==> src/rtl/spi_cmd_bridge.sv <==
module spi_cmd_bridge #(
  parameter int MAX_XFER    = 62,
  parameter int CLK_DIV     = 2,
  parameter int TIMEOUT_CYC = 8192
) (
  input  logic       clk,
  input  logic       rst_n,
  input  logic       in_valid,
  output logic       in_ready,
  input  logic [7:0] in_data,
  input  logic       in_last,
  output logic       out_valid,
  input  logic       out_ready,
  output logic [7:0] out_data,
  output logic       out_last,
  input  logic       res_busy,
  input  logic       spi_hold,
  output logic       spi_sclk,
  output logic       spi_mosi,
  input  logic       spi_miso,
  output logic       spi_cs_n
);
  localparam int IW = $clog2(MAX_XFER);
  localparam int DW = (CLK_DIV > 1) ? $clog2(CLK_DIV) : 1;
  localparam int TW = $clog2(TIMEOUT_CYC + 1);
  localparam logic [7:0] MAXB = 8'(MAX_XFER);
  localparam logic [15:0] ST_OK = 16'h0000, ST_TMO = 16'h0001, ST_BUSY = 16'h0002,
                          ST_WCNT = 16'h0003, ST_RCNT = 16'h0004, ST_INT = 16'h8001;

  typedef enum logic [1:0] {S_RX, S_CHK, S_SPI, S_RSP} st_t;
  st_t st;

  logic [7:0]  wc, rc, cnt, xi, oi, olen, tx_sh, rx_sh;
  logic [15:0] status;
  logic [7:0]  mem [MAX_XFER];
  logic [2:0]  bit_n;
  logic [DW-1:0] div;
  logic [TW-1:0] tmo;
  logic sclk_q, cs_q;

  wire [7:0] total = wc + rc;
  wire [7:0] pidx  = cnt - 8'd2;
  wire [7:0] ridx  = xi - wc;
  wire [7:0] oidx  = oi - 8'd2;
  wire [7:0] nxt   = xi + 8'd1;
  wire       expire = (tmo == TW'(TIMEOUT_CYC - 1));
  wire       edge_t = (st == S_SPI) && !expire && !spi_hold && (div == DW'(CLK_DIV - 1));
  wire       byte_done = edge_t && sclk_q && (bit_n == 3'd7);
  wire       rx_wr = (st == S_RX) && in_valid && (cnt >= 8'd2) && (pidx < MAXB);
  wire       rd_wr = byte_done && (xi >= wc);
  wire [7:0] nxt_tx = (nxt < wc) ? mem[nxt[IW-1:0]] : 8'hFF;

  assign in_ready  = (st == S_RX);
  assign out_valid = (st == S_RSP);
  assign out_last  = out_valid && (oi == olen - 8'd1);
  assign out_data  = (oi == 8'd0) ? status[7:0] :
                     (oi == 8'd1) ? status[15:8] : mem[oidx[IW-1:0]];
  assign spi_sclk  = sclk_q;
  assign spi_cs_n  = cs_q;
  assign spi_mosi  = tx_sh[7];

  always_ff @(posedge clk) begin
    if (rx_wr)      mem[pidx[IW-1:0]] <= in_data;
    else if (rd_wr) mem[ridx[IW-1:0]] <= rx_sh;
  end

  always_ff @(posedge clk or negedge rst_n) begin
    if (!rst_n) begin
      st <= S_RX; wc <= '0; rc <= '0; cnt <= '0; xi <= '0; oi <= '0; olen <= 8'd2;
      status <= ST_OK; tx_sh <= 8'hFF; rx_sh <= '0; bit_n <= '0; div <= '0; tmo <= '0;
      sclk_q <= 1'b0; cs_q <= 1'b1;
    end else begin
      case (st)
        S_RX: if (in_valid) begin
          if (cnt == 8'd0)      wc <= in_data;
          else if (cnt == 8'd1) rc <= in_data;
          if (cnt != 8'hFF) cnt <= cnt + 8'd1;
          if (in_last) st <= S_CHK;
        end
        S_CHK: begin
          cnt <= '0; oi <= '0; olen <= 8'd2; st <= S_RSP;
          if (cnt < 8'd2)                  status <= ST_INT;
          else if (wc > MAXB || wc != pidx) status <= ST_WCNT;
          else if (rc > MAXB)              status <= ST_RCNT;
          else if (res_busy)               status <= ST_BUSY;
          else begin
            status <= ST_OK;
            olen <= 8'd2 + rc;
            if (total != 8'd0) begin
              st <= S_SPI; cs_q <= 1'b0; xi <= '0; bit_n <= '0; div <= '0; tmo <= '0;
              tx_sh <= (wc != 8'd0) ? mem[0] : 8'hFF;
            end
          end
        end
        S_SPI: begin
          tmo <= tmo + TW'(1);
          if (expire) begin
            status <= ST_TMO; olen <= 8'd2; cs_q <= 1'b1; sclk_q <= 1'b0;
            tx_sh <= 8'hFF; st <= S_RSP;
          end else if (!spi_hold) begin
            if (!edge_t) div <= div + DW'(1);
            else begin
              div <= '0;
              if (!sclk_q) begin
                sclk_q <= 1'b1;
                rx_sh <= {rx_sh[6:0], spi_miso};
              end else begin
                sclk_q <= 1'b0;
                bit_n <= bit_n + 3'd1;
                if (byte_done) begin
                  if (nxt == total) begin
                    cs_q <= 1'b1; tx_sh <= 8'hFF; st <= S_RSP;
                  end else begin
                    xi <= nxt; tx_sh <= nxt_tx;
                  end
                end else tx_sh <= {tx_sh[6:0], 1'b1};
              end
            end
          end
        end
        S_RSP: if (out_ready) begin
          if (oi == olen - 8'd1) st <= S_RX;
          else oi <= oi + 8'd1;
        end
        default: st <= S_RX;
      endcase
    end
  end
endmodule


==> config.mk <==
export PLATFORM = sky130hd
export DESIGN_NAME = spi_cmd_bridge
export DESIGN_NICKNAME = d
export VERILOG_FILES = /design/src/rtl/spi_cmd_bridge.sv
export SDC_FILE = /design/constraint.sdc
export NUM_CORES = 1
export LEC_CHECK = 0
export BUFFER_PORTS_ARGS = -buffer_cell sky130_fd_sc_hd__buf_2
export CAP_MARGIN = 10
export CELL_PAD_IN_SITES_DETAIL_PLACEMENT = 0
export CELL_PAD_IN_SITES_GLOBAL_PLACEMENT = 1
export CORE_MARGIN = 1.5
export CORE_UTILIZATION = 56
export CTS_CLUSTER_DIAMETER = 100
export DETAILED_ROUTE_END_ITERATION = 16
export GPL_TIMING_DRIVEN = 0
export PLACE_DENSITY_LB_ADDON = 0.1
export SETUP_SLACK_MARGIN = 0.15
export SLEW_MARGIN = 20
export SYNTH_ARGS = -nofsm -noshare
export SYNTH_HDL_FRONTEND = slang
export SYNTH_SLANG_ARGS = --single-unit
==> constraint.sdc <==
create_clock -name clk -period 12 [get_ports clk]
set_input_delay 1.2 -clock clk [delete_from_list [all_inputs] [get_ports clk]]
set_output_delay 1.2 -clock clk [all_outputs]
set_load 0.1 [all_outputs]
==> metrics.txt, run 1 <==
VDD IR-drop max 0.1341 mV; f_max 0.1221 GHz; most used cell along the critical path clkbuf_1; die height 233.7 um; Mapped Cells 1802; Total Nets Final 1961; synthesis-to-layout area growth 10.46%; commonest non-fill, non-tap cell in the layout edfxtp_1; first-pass GRT wire length 136400 um; most frequent cells in the layout edfxtp_1 (496), mux4_2 (295), nor2_1 (133); Primary FF master, synth edfxtp_1; EDFF count, synth 496; hpwl dp 66370 um; Data arrival, critical path about 7 ns; Die Span X about 230 um; share of cells above drive strength 1 between 20% and 30%; Fin. Hold Viols 0; RSZ-0062 raised after global routing no; first drt pass iteration count 5; vias post-DR between 15000 and 20000; Slew Limit Headroom 18.82%; crit share post-route 68.27%; setup_tns 0 ns; gr usage total 36.07%; DR vias/cell 7.318; min Tclk post-route a little over 8 ns; non-filler cells, final between 2000 and 3000; IO buf count 29; FF+latch count, synth just under 600; initial antenna violation count 2; YS warnings 0; worst setup path class reg2out; DR iter-0 viols about 2600; asr flop ratio synth 15.36%; syn nets 1864; post-CTS resize count 0; crit path max fanout 10; cell leakage power 10.77 nW; # setup viols final 0; Max Cap Viol 0; DRC Markers 0; worst-skew pair later-pin latency 0.67 ns; CTS tree yes; setup bufs post-CTS 0; CP cell instances clkbuf_1 -> clkbuf_1 -> clkbuf_1 -> inv_1 -> ha_1 -> xor2_1 -> buf_2 -> mux4_2 -> mux2_2 -> o21ai_0 -> o21ai_0 -> o2bb2ai_1 -> buf_2; worst hold path class in2async; TritonCTS buffer count 61; startpoint class of the critical path register; number of distinct library cells after synthesis 89; initial core utilization 56.73%; Min Hold Slack 0.3886 ns; final WL 95680 um; Clock Tree Buf Depth 3; clock root cell clkbuf_16; PnR Total Power approximately 6.2 mW; Worst Max-Slew Pin Slew 1.218 ns; CTS H-tree lvls 2; IO Pins 30; Detail Route Antenna Nets 0; power per cell area 188.6 nW/um2; Worst path max stage delay 0.86 ns; Overflow after GRT 0; Hold-fix buffers, CTS 0; Syn Area/Cell roughly 17 um2; # rows between 80 and 90; CORE AREA 52550 um2; vias in the first global route 18750; die area 54630 um2; clock sinks 586; slowest stage cell, crit path clkbuf_1; GPL Wtd Cong roughly 0.95; WL per Instance 36.26 um; endpoint class of the critical path output pin; Synth Cell Area 29810 um2; sequential area share after synthesis 57.55%; largest net degree at the start of global routing between 70 and 80; Inst Count DP 2523; Worst Skew 0.03225 ns; Pins Over Slew Limit 0; Worst-path clk slew 0.06 ns; outcome complete, no violations; CP Data Required Time 10.80 ns
[critical path, delay by kind of cell, from the launching register on]
family | cells | cell delay [ns]
fa+ha+maj | 1 | 0.30
xor+xnor | 1 | 0.51
flops | 1 | 0.39
compound gates | 3 | 0.98
buf+inv | 6 | 3.18
mux | 2 | 0.97
[cells by family (layout without fill, tap and decap cells)]
group	Yosys count	after routing	share of synthesized area, %
DFF	586	586	57.55
and+or+nand+nor	390	390	6.362
muxes	372	372	25.10
AOI/OAI and AO/OA	216	216	5.305
buffers and inverters	144	292	2.048
xor gates and xnor gates	48	48	1.645
adders and majority gates	46	46	1.981
other	0	1	0
[through the flow]
stage          utilization [%]  setup WS, ns  area [um2]
6_report                 62.67         3.807       32930
5_1_grt                  62.66         3.808       32930
4_1_cts                  62.62         4.295       32910
3_5_place_dp             58.88         4.985       30940
3_3_place_gp             58.65         4.806       30820
2_1_floorplan                -         6.488       29810
[report_power, final]
part           internal [mW]  switching, mW  total (mW)
sequential              2.29          0.109        2.40
clock                   1.05          0.845        1.90
combinational          0.714           1.20        1.91
[sequential cells by signal, summed over array words and instances (netlist names), 2 cells and up]
signal  cells
mem       496
cnt         8
bit_n       3
xi          8
status      4
tx_sh       8
st          2
oi          8
tmo        14
rc          8
rx_sh       8
olen        8
wc          8
[metal layers]
metal / vias to the layer above / track usage (%) / part of all wire [%]
met1: 10040 / 48.87 / 37
met3: 262 / 11.19 / 13
met4: 2 / 16.77 / 5.6
met2: 1398 / 53.90 / 45
li1: 7608 / - / -
met5: - / 0 / 0.014
[area by class of cell]
class                           instances  area [um2]
Fill cell                            3834       19620
Sequential cell                       586       17160
Multi-Input combinational cell       1072       12100
Clock buffer                           67        1570
Tap cell                              688       860.8
Buffer                                105       476.7
Clock inverter                         47       391.6
Timing Repair Buffer                   34       227.7
Inverter                               39       146.4
Antenna cell                            1       2.502
[cells in the mapped netlist, drive strengths merged (8+ instances only)]
| master | n | area share (%) |
|---|---|---|
| nor2 | 133 | 1.7 |
| nand3 | 38 | 0.69 |
| nand2 | 102 | 1.3 |
| xnor2 | 27 | 0.84 |
| dfstp | 10 | 0.88 |
| mux4 | 295 | 22 |
| mux2i | 31 | 1.1 |
| a21oi | 36 | 0.65 |
| buf | 56 | 0.94 |
| o211ai | 10 | 0.25 |
| a211oi | 9 | 0.29 |
| o31ai | 16 | 0.40 |
| clkbuf | 49 | 0.62 |
| and3 | 11 | 0.23 |
| xor2 | 17 | 0.50 |
| ha | 44 | 1.8 |
| mux2 | 46 | 1.7 |
| inv | 38 | 0.48 |
| or3 | 10 | 0.21 |
| nor2b | 8 | 0.17 |
| nand4 | 11 | 0.25 |
| dfrtp | 80 | 6.7 |
| edfxtp | 496 | 50 |
| a22o | 12 | 0.35 |
| nor4 | 9 | 0.29 |
| o21ai | 49 | 0.87 |
| a32oi | 8 | 0.24 |
| nor3 | 26 | 0.49 |
| o22ai | 9 | 0.19 |
| nand2b | 8 | 0.17 |
[worst paths after layout]
kind,from,to,slack [ns],cells after the start
setup / recovery,oi[1],out_data[7],3.81,13
hold / removal,rst_n,tmo[10],0.39,1
setup reg to reg,xi[0],mem[41][1],5.47,17
hold reg to reg,tx_sh[3],tx_sh[3],0.48,2
max in group asynchronous,rst_n,olen[1],10.92,2
min in group clk,tx_sh[3],tx_sh[3],0.48,2
Power figures use the tool's default switching activity.
==> inputs of run 2 (changes only) <==
--- a/config.mk
+++ b/config.mk
@@ -10,7 +10,7 @@
 export CELL_PAD_IN_SITES_DETAIL_PLACEMENT = 0
 export CELL_PAD_IN_SITES_GLOBAL_PLACEMENT = 1
 export CORE_MARGIN = 1.5
-export CORE_UTILIZATION = 56
+export CORE_UTILIZATION = 50
 export CTS_CLUSTER_DIAMETER = 100
 export DETAILED_ROUTE_END_ITERATION = 16
 export GPL_TIMING_DRIVEN = 0
==> constraint.sdc (replaced) <==
create_clock -name clk -period 7.5 [get_ports clk]
set_input_delay 0.75 -clock clk [delete_from_list [all_inputs] [get_ports clk]]
set_output_delay 0.75 -clock clk [all_outputs]
set_load 0.1 [all_outputs]
==> run 2 against run 1 <==
Effect of this change: via count is 0.50% lower; setup slack lost 3.3 ns; worst hold slack got worse by 0.021 ns; first-iteration DRC count shrank 2.1%; register-to-register slack got worse by 4.5 ns; cell count grew 3.4%; total power grew 65%; global-route usage decreased by 3.3 points; critical path depth unchanged; combinational power increased by 60%; clock power increased by 78%; non-clock buffer count is the same; critical path type unchanged.
==> metrics.txt, run 2 (synthesis results as in run 1) <==
outcome complete, no violations (unchanged); DR iter-0 viols 2572 (was 2627); setup_tns 0 ns (unchanged); hold-critical path depth 2; CTS H-tree lvls 3 (was 2); Fin. Hold Viols 0 (unchanged); Total Nets Final 1966 (was 1961); met3 Track Usage GR 10.47% (was 11.19%); # setup viols final 0 (unchanged); post-CTS resize count 0 (unchanged); most frequent cells in the layout edfxtp_1 (496), mux4_2 (295), nor2_1 (133) (unchanged); Worst Skew 0.01745 ns (was 0.03225 ns); clock root cell clkbuf_16 (unchanged); f_max ~0.14 GHz; final WL 97790 um (was 95680 um); worst setup path class reg2out (unchanged); Clock Tree Buf Depth 3 (unchanged); share of cells above drive strength 1 29.36% (was 29.28%); worst hold path class in2reg (was in2async); min Tclk post-route 6.983 ns; met1 Use GR 44.75% (was 48.87%); die height 247.2 um (was 233.7 um); CP Data Required Time 6.75 ns (was 10.80 ns); GR peak layer met2 (unchanged); endpoint class of the critical path output pin (unchanged); Overflow after GRT 0 (unchanged); WL per Instance 35.82 um (was 36.26 um); CORE AREA 59020 um2 (was 52550 um2); VDD IR-drop max 0.2583 mV (was 0.1341 mV); Die Span X 247.2 um (was 233.7 um); Max Cap Viol 0 (unchanged); Worst-path clk slew 0.06 ns (about the same); hpwl dp 68440 um (was 66370 um); Pins Over Slew Limit 0 (unchanged); first drt pass iteration count 7 (was 5); initial core utilization 50.52% (was 56.73%); DR vias/cell 7.038 (was 7.318); IO buf count 29 (unchanged); CTS tree yes (unchanged); TritonCTS buffer count 66 (was 61); Slew Limit Headroom 16.03% (was 18.82%); grt met2 use 48.11% (was 53.90%); gr usage total 32.81% (was 36.07%); IO Pins 30 (unchanged); die area 61100 um2 (was 54630 um2); synthesis-to-layout area growth 11.73% (was 10.46%); largest net degree at the start of global routing 77 (was 71); r2r worst-path depth 17 (unchanged); power per cell area 308.5 nW/um2 (was 188.6 nW/um2); first-pass GRT wire length 138200 um (was 136400 um); vias post-DR 19220 (was 19310); GPL Wtd Cong 0.9187 (was 0.9505); crit path max fanout 10 (unchanged); Data arrival, critical path 6.23 ns (was 6.99 ns); max FFs per register 496 (unchanged); Detail Route Antenna Nets 0 (unchanged); cell leakage power 10.90 nW (was 10.77 nW); vias in the first global route 18730 (was 18750); DRC Markers 0 (unchanged); crit share post-route 93.11%; # rows 89 (was 84); worst-skew pair later-pin latency 0.62 ns (was 0.67 ns); commonest non-fill, non-tap cell in the layout edfxtp_1 (unchanged); Worst Max-Slew Pin Slew 1.259 ns (was 1.218 ns); initial antenna violation count 3 (was 2); RSZ-0062 raised after global routing no (unchanged); clock sinks 586 (unchanged); PnR Total Power 10.28 mW (was 6.211 mW); startpoint class of the critical path register (unchanged)
run 2: cell count changes in the layout (fill, tap and decap cells not counted), moves of 3 or more:
| cell | change |
|---|---|
| clkinv_2 | -11 |
| clkinvlp_4 | -3 |
| bufinv_16 | +4 |
| clkbuf_16 | +7 |
| clkbuf_1 | +6 |
| clkinv_1 | -5 |
run 2: final timing paths:
path	startpoint	end	slack [ns]
max	oi[1]	out_data[7]	0.52
min	spi_miso	rx_sh[0]	0.37
max reg2reg	xi[0]	mem[49][3]	0.94
min reg2reg	tx_sh[3]	tx_sh[3]	0.47
max in group asynchronous	rst_n	tx_sh[3]	6.29
min in group asynchronous	rst_n	tmo[2]	0.52
run 2: cell type report:
class	count	area (um2)
Antenna cell	2	5.005
Buffer	105	481.7
Clock buffer	84	1783
Clock inverter	35	446.7
Fill cell	4620	25710
Inverter	39	146.4
Multi-Input combinational cell	1072	12100
Sequential cell	586	17160
Tap cell	773	967.2
Timing Repair Buffer	34	226.5
run 2: what timing repair did:
item,CTS,global route
endpoints found under the hold margin,14,0
endpoints found under the setup margin,0,0
buffers inserted,0,0
hold buffers,1,0
run 2: through the flow:
stage	setup WS [ns]	hold WS [ns]	instances	util (%)	area [um2]
floorplan	2.438	0.4502	1802	-	29810
global placement	0.8801	0.4612	2604	52.40	30930
detailed placement	1.144	0.4626	2608	52.62	31050
CTS	0.6319	0.3484	2728	56.41	33290
global route	0.2447	0.3555	2729	56.44	33310
finish	0.5167	0.3675	2730	56.44	33310
run 2: power breakdown:
group	total, mW	switching, mW	internal, mW
registers	3.84	0.169	3.67
clock network	3.38	1.37	2.01
logic	3.06	1.91	1.14
run 2: critical path, stage by stage, from the launching register on:
cell and delay (ns):
dfrtp_1 0.39, clkbuf_1 0.38, clkbuf_1 0.72, clkbuf_1 0.78
inv_1 0.21, ha_1 0.29, xor2_1 0.39, buf_2 0.46
mux4_2 0.62, mux2_2 0.28, o21ai_0 0.41, o21ai_0 0.15
o2bb2ai_1 0.19, buf_2 0.34
run 2: metal layers:
metal / wire [um] / up-vias
met2: 43390 / 1263
met1: 37560 / 10080
met3: 11700 / 257
li1: - / 7615
met4: 5121 / 2
met5: 13 / -
==> inputs of run 3 (changes only) <==
==> config.mk (replaced) <==
export PLATFORM = sky130hd
export DESIGN_NAME = spi_cmd_bridge
export DESIGN_NICKNAME = d
export VERILOG_FILES = /design/src/rtl/spi_cmd_bridge.sv
export SDC_FILE = /design/constraint.sdc
export NUM_CORES = 1
export LEC_CHECK = 0
export BUFFER_PORTS_ARGS = -buffer_cell sky130_fd_sc_hd__buf_4
export CAP_MARGIN = 10
export CELL_PAD_IN_SITES_DETAIL_PLACEMENT = 0
export CELL_PAD_IN_SITES_GLOBAL_PLACEMENT = 1
export CORE_MARGIN = 1.5
export CORE_UTILIZATION = 56
export CTS_CLUSTER_DIAMETER = 100
export DETAILED_ROUTE_END_ITERATION = 16
export GPL_TIMING_DRIVEN = 0
export PLACE_DENSITY_LB_ADDON = 0.1
export SETUP_SLACK_MARGIN = 0.15
export SYNTH_ARGS = -nofsm -noshare
export SYNTH_HDL_FRONTEND = slang
export SYNTH_SLANG_ARGS = --single-unit
==> constraint.sdc (replaced) <==
create_clock -name clk -period 8.6 [get_ports clk]
set_input_delay 0.86 -clock clk [delete_from_list [all_inputs] [get_ports clk]]
set_output_delay 0.86 -clock clk [all_outputs]
set_load 0.1 [all_outputs]
==> run 3 against run 2 <==
Effect of this change: register-to-register slack better by 1.2 ns; clock skew rose by 0.015 ns; flip-flop and latch count unchanged; critical endpoint unchanged.
==> metrics.txt, run 3 (synthesis results as in run 1) <==
CTS H-tree lvls 2 (was 3); Hold-fix buffers, CTS 0 (was 1); die height 233.7 um (was 247.2 um); Slew Limit Headroom 12.91% (was 16.03%); crit path max fanout 10 (unchanged); power per cell area 262.7 nW/um2 (was 308.5 nW/um2); cell leakage power 10.79 nW (was 10.90 nW); DR iter-0 viols 2933 (was 2572); crit share post-route 89.58%; initial core utilization 56.73% (was 50.52%); GPL Wtd Cong 0.9762 (was 0.9187); # setup viols final 0 (unchanged); RSZ-0062 raised after global routing no (unchanged); clock root cell clkbuf_16 (unchanged); min Tclk post-route 7.704 ns; capturing point of the worst reg2reg path mem[41][6] (was mem[49][3]); r2r startpoint xi[0] (unchanged); largest net degree at the start of global routing 91 (was 77); Detail Route Antenna Nets 0 (unchanged); most used cell along the critical path clkbuf_1 (unchanged); first-pass GRT wire length 134800 um (was 138200 um); startpoint class of the critical path register (unchanged); TritonCTS buffer count 61 (was 66); Worst Max-Slew Pin Slew 1.306 ns (was 1.259 ns); CORE AREA 52550 um2 (was 59020 um2); # rows 84 (was 89); post-CTS resize count 0 (unchanged); Fin. Hold Viols 0 (unchanged); VDD IR-drop max 0.1687 mV (was 0.2583 mV); vias in the first global route 18600 (was 18730); non-filler cells, final 2651 (was 2730); Pins Over Slew Limit 0 (unchanged); CP cell instances clkbuf_1 -> clkbuf_1 -> clkbuf_1 -> inv_1 -> ha_1 -> clkbuf_1 -> clkbuf_1 -> mux4_2 -> mux2_2 -> o21ai_0 -> o21ai_0 -> o2bb2ai_1 -> buf_4 (was clkbuf_1 -> clkbuf_1 -> clkbuf_1 -> inv_1 -> ha_1 -> xor2_1 -> buf_2 -> mux4_2 -> mux2_2 -> o21ai_0 -> o21ai_0 -> o2bb2ai_1 -> buf_2); Max Cap Viol 0 (unchanged); Min Hold Slack 0.1059 ns (was 0.3675 ns); first drt pass iteration count 5 (was 7); Clock Tree Buf Depth 3 (unchanged); initial antenna violation count 1 (was 3); Worst-path clk slew 0.06 ns (about the same); commonest non-fill, non-tap cell in the layout edfxtp_1 (unchanged); most frequent cells in the layout edfxtp_1 (496), mux4_2 (295), nor2_1 (133) (unchanged); worst hold path class in2async (was in2reg); synthesis-to-layout area growth 11.20% (was 11.73%); crit path to out_data[7] (unchanged); final WL 94780 um (was 97790 um); vias post-DR 19290 (was 19220); CP Data Required Time 7.74 ns (was 6.75 ns); CP startpoint oi[1] (unchanged); max FFs per register 496 (unchanged); Overflow after GRT 0 (unchanged); IO Pins 30 (unchanged); worst setup path class reg2out (unchanged); die area 54630 um2 (was 61100 um2); r2r worst-path depth 17 (unchanged); hpwl dp 66500 um (was 68440 um); endpoint class of the critical path output pin (unchanged); outcome complete, no violations (unchanged); share of cells above drive strength 1 28.75% (was 29.36%); worst-skew pair later-pin latency 0.67 ns (was 0.62 ns); WL per Instance 35.75 um (was 35.82 um); Worst Skew 0.03239 ns (was 0.01745 ns); setup bufs post-CTS 0 (unchanged); Worst path max stage delay 0.97 ns (was 0.78 ns); Fillers 3724 (was 4620); Inst Count DP 2524 (was 2608); DRC Markers 0 (unchanged); IO buf count 29 (unchanged); setup_tns 0 ns (unchanged); Data arrival, critical path 6.84 ns (was 6.23 ns); Total Nets Final 1971 (was 1966); f_max 0.1298 GHz; Die Span X 233.7 um (was 247.2 um); DR vias/cell 7.277 (was 7.038); slowest stage cell, crit path clkbuf_1 (unchanged); reg2reg setup slack 2.15 ns (was 0.94 ns); CTS tree yes (unchanged); gr usage total 35.55% (was 32.81%); clock sinks 586 (unchanged)
==> run 3: changes by cell type in the layout (fill, tap and decap cells not counted), moves of 5 or more <==
cell | previous run | this run
buf_1 | 8 | 13
buf_12 | 0 | 6
buf_2 | 71 | 39
buf_4 | 4 | 34
clkbuf_1 | 55 | 63
clkbuf_16 | 69 | 61
clkbuf_2 | 9 | 0
mux2_2 | 38 | 46
mux2_4 | 8 | 0
==> run 3: layer usage <==
| metal | track usage, % | up-vias | part of all wire [%] |
|---|---|---|---|
| met5 | 0 | - | 0.015 |
| met1 | 47.20 | 9910 | 36 |
| li1 | - | 7635 | - |
| met3 | 12.04 | 253 | 13 |
| met4 | 16.53 | 2 | 5.5 |
| met2 | 53.37 | 1491 | 45 |
==> run 3: area by class of cell <==
class                      count  area [um2]  area share [%]
sequential                   586       17160           51.76
multi-input combinational   1072       12040           36.33
clock buffer                  78        1620           4.887
tap                          688       860.8           2.597
buffer                       105       464.2           1.400
timing repair buffer          44       460.4           1.389
clock inverter                38       395.4           1.193
inverter                      39       146.4          0.4416
antenna                        1       2.502        0.007548
==> run 3: through the flow <==
stage / utilization (%) / power (mW) / setup slack (ns) / instance area [um2]
finish: 63.09 / 8.708 / 0.8959 / 33150
global route: 63.08 / 8.965 / 0.8830 / 33150
CTS: 62.74 / 8.657 / 1.133 / 32970
detailed placement: 58.90 / 6.037 / 1.809 / 30950
global placement: 58.79 / 5.988 / 1.765 / 30890
floorplan: - / 5.224 / 3.428 / 29810
==> run 3: critical path, delay by kind of cell, from the launching register on <==
kind / cells / cell delay, ns
buffers and inverters: 7 / 3.77
AOI/OAI and AO/OA: 3 / 0.89
muxes: 2 / 0.78
DFF: 1 / 0.40
adders and majority gates: 1 / 0.34
==> run 3: worst min path at each step <==
stage                 to  slack, ns  cells past startpoint
2_1_floorplan  status[2]       0.45                      2
3_3_place_gp    tx_sh[0]       0.46                      2
3_5_place_dp    tx_sh[1]       0.47                      2
4_1_cts         rx_sh[0]       0.43                      2
5_1_grt           tmo[8]       0.12                      1
6_report          tmo[8]       0.11                      1
==> run 3: power breakdown <==
part	leakage (nW)	internal, mW	total [mW]	switching, mW
clock	0.971	1.49	2.67	1.18
sequential	5.62	3.20	3.35	0.151
combinational	4.20	1.02	2.68	1.66
total	10.8	5.71	8.71	2.99
